===== src/rtl/chain_update_master.sv =====
module chain_update_master #(
  parameter int NDEV = 3,
  parameter int DIVW = 8
) (
  input  logic              clk,
  input  logic              rst_n,
  input  logic              start,
  input  logic [DIVW-1:0]   half_div,
  input  logic [4*NDEV-1:0] cmd_addr,
  input  logic [8*NDEV-1:0] cmd_data,
  output logic              sclk,
  output logic              sdo,
  output logic              ld,
  output logic              busy,
  output logic              done
);
  localparam int FRAME = 12 * NDEV;
  localparam int CW    = $clog2(FRAME + 1);

  typedef enum logic [1:0] {S_IDLE, S_SHIFT, S_LOAD, S_FIN} state_t;

  state_t            state;
  logic [DIVW-1:0]   cnt, div_q;
  logic [FRAME-1:0]  frame_q, frame_w;
  logic [CW-1:0]     bitn;
  logic              sclk_q, lph;
  logic              tick;

  for (genvar d = 0; d < NDEV; d++) begin : g_grp
    assign frame_w[12*d +: 12] = {cmd_addr[4*d +: 4], cmd_data[8*d +: 8]};
  end

  assign tick = (cnt == div_q);

  always_ff @(posedge clk or negedge rst_n) begin
    if (!rst_n) begin
      state   <= S_IDLE;
      cnt     <= '0;
      div_q   <= '0;
      frame_q <= '0;
      bitn    <= '0;
      sclk_q  <= 1'b0;
      lph     <= 1'b0;
    end else begin
      case (state)
        S_IDLE: if (start) begin
          frame_q <= frame_w;
          div_q   <= half_div;
          cnt     <= '0;
          bitn    <= '0;
          sclk_q  <= 1'b0;
          state   <= S_SHIFT;
        end
        S_SHIFT: begin
          cnt <= tick ? '0 : cnt + 1'b1;
          if (tick) begin
            if (!sclk_q) sclk_q <= 1'b1;
            else begin
              sclk_q <= 1'b0;
              if (bitn == CW'(FRAME - 1)) begin
                state <= S_LOAD;
                lph   <= 1'b0;
              end else begin
                frame_q <= frame_q << 1;
                bitn    <= bitn + 1'b1;
              end
            end
          end
        end
        S_LOAD: begin
          cnt <= tick ? '0 : cnt + 1'b1;
          if (tick) begin
            if (lph) state <= S_FIN;
            else     lph   <= 1'b1;
          end
        end
        default: begin
          frame_q <= '0;
          state   <= S_IDLE;
        end
      endcase
    end
  end

  assign sclk = sclk_q;
  assign sdo  = (state == S_SHIFT) & frame_q[FRAME-1];
  assign ld   = (state == S_LOAD);
  assign done = (state == S_FIN);
  assign busy = (state != S_IDLE);
endmodule



===== config.mk =====
export PLATFORM = sky130hd
export DESIGN_NAME = chain_update_master
export DESIGN_NICKNAME = d
export VERILOG_FILES = /design/src/rtl/chain_update_master.sv
export SDC_FILE = /design/constraint.sdc
export NUM_CORES = 1
export LEC_CHECK = 0
export BUFFER_PORTS_ARGS = -buffer_cell sky130_fd_sc_hd__buf_2
export CORE_MARGIN = 5
export CORE_UTILIZATION = 46
export CTS_BUF_LIST = sky130_fd_sc_hd__clkbuf_4
export DETAILED_ROUTE_END_ITERATION = 8
export GPL_TIMING_DRIVEN = 0
export PLACE_DENSITY = 0.64
export REMOVE_ABC_BUFFERS = 1
export SLEW_MARGIN = 25
export SYNTH_ARGS = -nofsm -noshare
export SYNTH_HDL_FRONTEND = slang
export SYNTH_SLANG_ARGS = --single-unit

===== constraint.sdc =====
create_clock -name clk -period 2.1 [get_ports clk]
set_input_delay 0.315 -clock clk [delete_from_list [all_inputs] [get_ports clk]]
set_output_delay 0.315 -clock clk [all_outputs]
set_load 0.005 [all_outputs]

==> flow_metrics.tcl <==
set metrics [dict create \
    period_share_pct 94.8 \
    crit_chain "nor4b_2 > a21boi_2 > nand4_4 > buf_12 > nand2_8 > a2bb2oi_2" \
    hold_violations 0 \
    final.setup.worst_slack_ns 0.109 \
    cts_tree "yes" \
    num_antenna_cells 0 \
    dr_total_vias 2666 \
    dieArea_sq_um 9140 \
    leakagePower_nw 1.89 \
    ant_nets 0 \
    drive_gt1_share_pct 37.7 \
    synth_top_cell_by_area "dfrtp_1" \
    status "completed" \
    ctsHtreeMaxLevel 3 \
    synth-seq-cells 62 \
    setup_viol 0 \
    wl_per_cell_microns 16.3 \
    yosysTopAreaCellShare_pct 46.0 \
    async_flop_share_pct 100 \
    crit_path_top_delay_cell "nor4b_2" \
    startpoint_type "register" \
    holdWs_ns 0.130 \
    final_nets 436 \
    cp.arrival_ns 2.29 \
    tightest_slew_ns 0.517 \
    dp_cells 449 \
    viasPerCell 5.49 \
    synthCells 315 \
    antenna_found_initial 0 \
    boundaryPins 52 \
    min_path_type "primary input to register" \
    dieHeight_microns 95.6 \
    synthTopCellsByArea "dfrtp_1 46%, a2bb2oi_2 13%, nand2_1 6.2%" \
    crit_family "simple AND/OR/NAND/NOR gates" \
    cts_buffers 9 \
    clock_latency_ns 0.41 \
    gp_congestion 0.826 \
    clk_pin_slew_ns 0.10 \
    die_w_microns 95.6 \
    drt_iter0_drc 154 \
    clockPowerShare_pct 39.1 \
    worst-path-max-fanout 19 \
    syn-cell-area_sq_um 3370 \
    drc 0 \
    cts_buffer_depth 2 \
    power_switching_share_pct 22.7 \
    first_pass_iters 4 \
    synth_ff_type "dfrtp_1" \
    initial_core_util_pct 47.0 \
    overflow 0 \
    core_sq_um 7180 \
    instances_no_fill 486 \
    cp_num_buf_inv 1 \
    fmax_mhz 502 \
    seq_area_frac_synth_pct 46.0 \
    clkSinkCount 62 \
    grt_pass1_vias 2613 \
    p_comb_share_pct 3.6 \
    grt_pass1_wl_microns 13000 \
    power.internal_mw 1.61 \
    grt_use_total_pct 18.6 \
    worstPathRequired_ns 2.40 \
    post-route-min-period_ns 1.99 \
    power_mw 2.08 \
    slew_headroom_pct 65.2 \
    slew_viol_final 0 \
    synth.distinct_cells 43 \
    cts_root_buffer "clkbuf_4" \
    grt_max_degree 35 \
    p_per_area_nw_per_um2 507 \
    post-route-util_pct 57.2 \
    slowest_delay_ns 0.52 \
    drv_cap 0 \
    io_buffers 51 \
    fin_worst_skew_ns 0.0157 \
    peakVddDrop_mv 0.314 \
    critical_path_class "register to register" \
    place_ws_ns -0.978 \
    synth_warnings 0 \
    power_frac_seq_pct 57.3 \
    area_growth_pct 21.8 \
    wl_microns 7940 \
    dp_hpwl_microns 4600 \
    p_sw_mw 0.474 \
    end_kind "register" \
    rows 31 \
    synth-edff-count 0 \
    avgSynthCellArea_sq_um 10.7 \
]
## per-stage QoR
step                cell area [sq um]  setup TNS, ns
floorplan                        3270         -52.33
global placement                 3650        -124.99
detailed placement               3700         -42.50
CTS                              4000              0
global route                     4110        -0.0614
finish                           4110              0
## cells in the final DEF, fill, tap and decap left out, types with 3 or more instances in the layout
master,instances
nor4_1,3
buf_2,50
ha_1,5
inv_1,6
mux2i_1,3
nor2_1,10
dfrtp_1,62
mux2_2,9
a2bb2oi_1,5
nor3_1,5
o21ai_0,28
o21ai_1,14
xnor2_1,3
buf_4,16
a2bb2oi_2,30
clkbuf_4,11
a31oi_1,3
xor2_1,11
nand2_1,54
nand3_1,6
a21oi_1,6
## synth_stat cells, types with 3 or more instances
cell       instances
buf_2              3
xor2_1            11
a2bb2oi_1          5
a2bb2oi_2         30
nor3_1             5
buf_6              4
nand3_1            6
ha_1               7
o21ai_1           15
a21oi_1            7
mux2i_1            3
a31oi_1            3
o21ai_0           28
dfrtp_1           62
clkbuf_1          11
nor2_1            12
nor4_1             3
nand2_1           56
xnor2_1            3
inv_1              6
mux2_2             9
## final timing paths
check / start / to / slack, ns / depth (start not counted)
max reg2reg: bitn[2] / frame_q[9] / 0.11 / 6
max: bitn[2] / frame_q[9] / 0.11 / 6
min reg2reg: frame_q[22] / frame_q[22] / 0.53 / 1
min in group asynchronous: rst_n / frame_q[11] / 0.39 / 2
max in group asynchronous: rst_n / sclk / 1.20 / 3
min: half_div[5] / div_q[5] / 0.13 / 2
## flip-flops by register name, summed over array words and instances, names as in the netlist
name     count
lph          1
cnt          8
state        2
div_q        8
bitn         6
frame_q     36
sclk         1
## area by class of cell
type / count / area, sq um
clock buffer: 11 / 82.6
clock inverter: 5 / 50.0
tap: 99 / 124
sequential: 62 / 1550
inverter: 6 / 22.5
fill: 640 / 3070
timing repair buffer: 71 / 450
multi-input combinational: 232 / 1830
## cells by family (layout without fill, tap and decap cells)
| logic type | Yosys count | after routing | synth area share (%) |
|---|---|---|---|
| XOR/XNOR | 14 | 14 | 3.64 |
| multiplexers | 13 | 13 | 4.34 |
| adder cells (fa/ha/maj) | 7 | 7 | 2.60 |
| buffers and inverters | 24 | 93 | 3.67 |
| AO/OA/AOI/OAI | 97 | 98 | 25.0 |
| flip-flops | 62 | 62 | 46.0 |
| AND/OR/NAND/NOR | 98 | 100 | 14.7 |
## timing repair
item / 4_1_cts / 5_1_grt
endpoints found under the hold margin: 28 / 0
hold buffers: 1 / 0
pin swaps: 3 / 4
cloned: 3 / 0
setup buffers: 6 / 11
setup endpoints to repair: 62 / 45
resized for setup: 11 / 6
## layer usage
layer	up-vias	global-route usage, %	part of all wire (%)	routed length, microns
met3	14	2.92	4.2	334
li1	1271	-	-	-
met2	63	29.4	50	3980
met1	1318	25.1	44	3500
met4	0	8.41	1.6	126
met5	-	0	0	0
## power groups by stage
| stage | Combinational, mW | Clock [mW] | Sequential, mW |
|---|---|---|---|
| 2_1_floorplan | 0.000455 | 0 | 1.22 |
| 3_3_place_gp | 0.0688 | 0 | 1.22 |
| 6_report | 0.0758 | 0.814 | 1.19 |
| 3_5_place_dp | 0.0744 | 0 | 1.22 |
| 4_1_cts | 0.0773 | 0.838 | 1.19 |
| 5_1_grt | 0.0864 | 0.897 | 1.19 |
(Power assumes the default switching activity.)
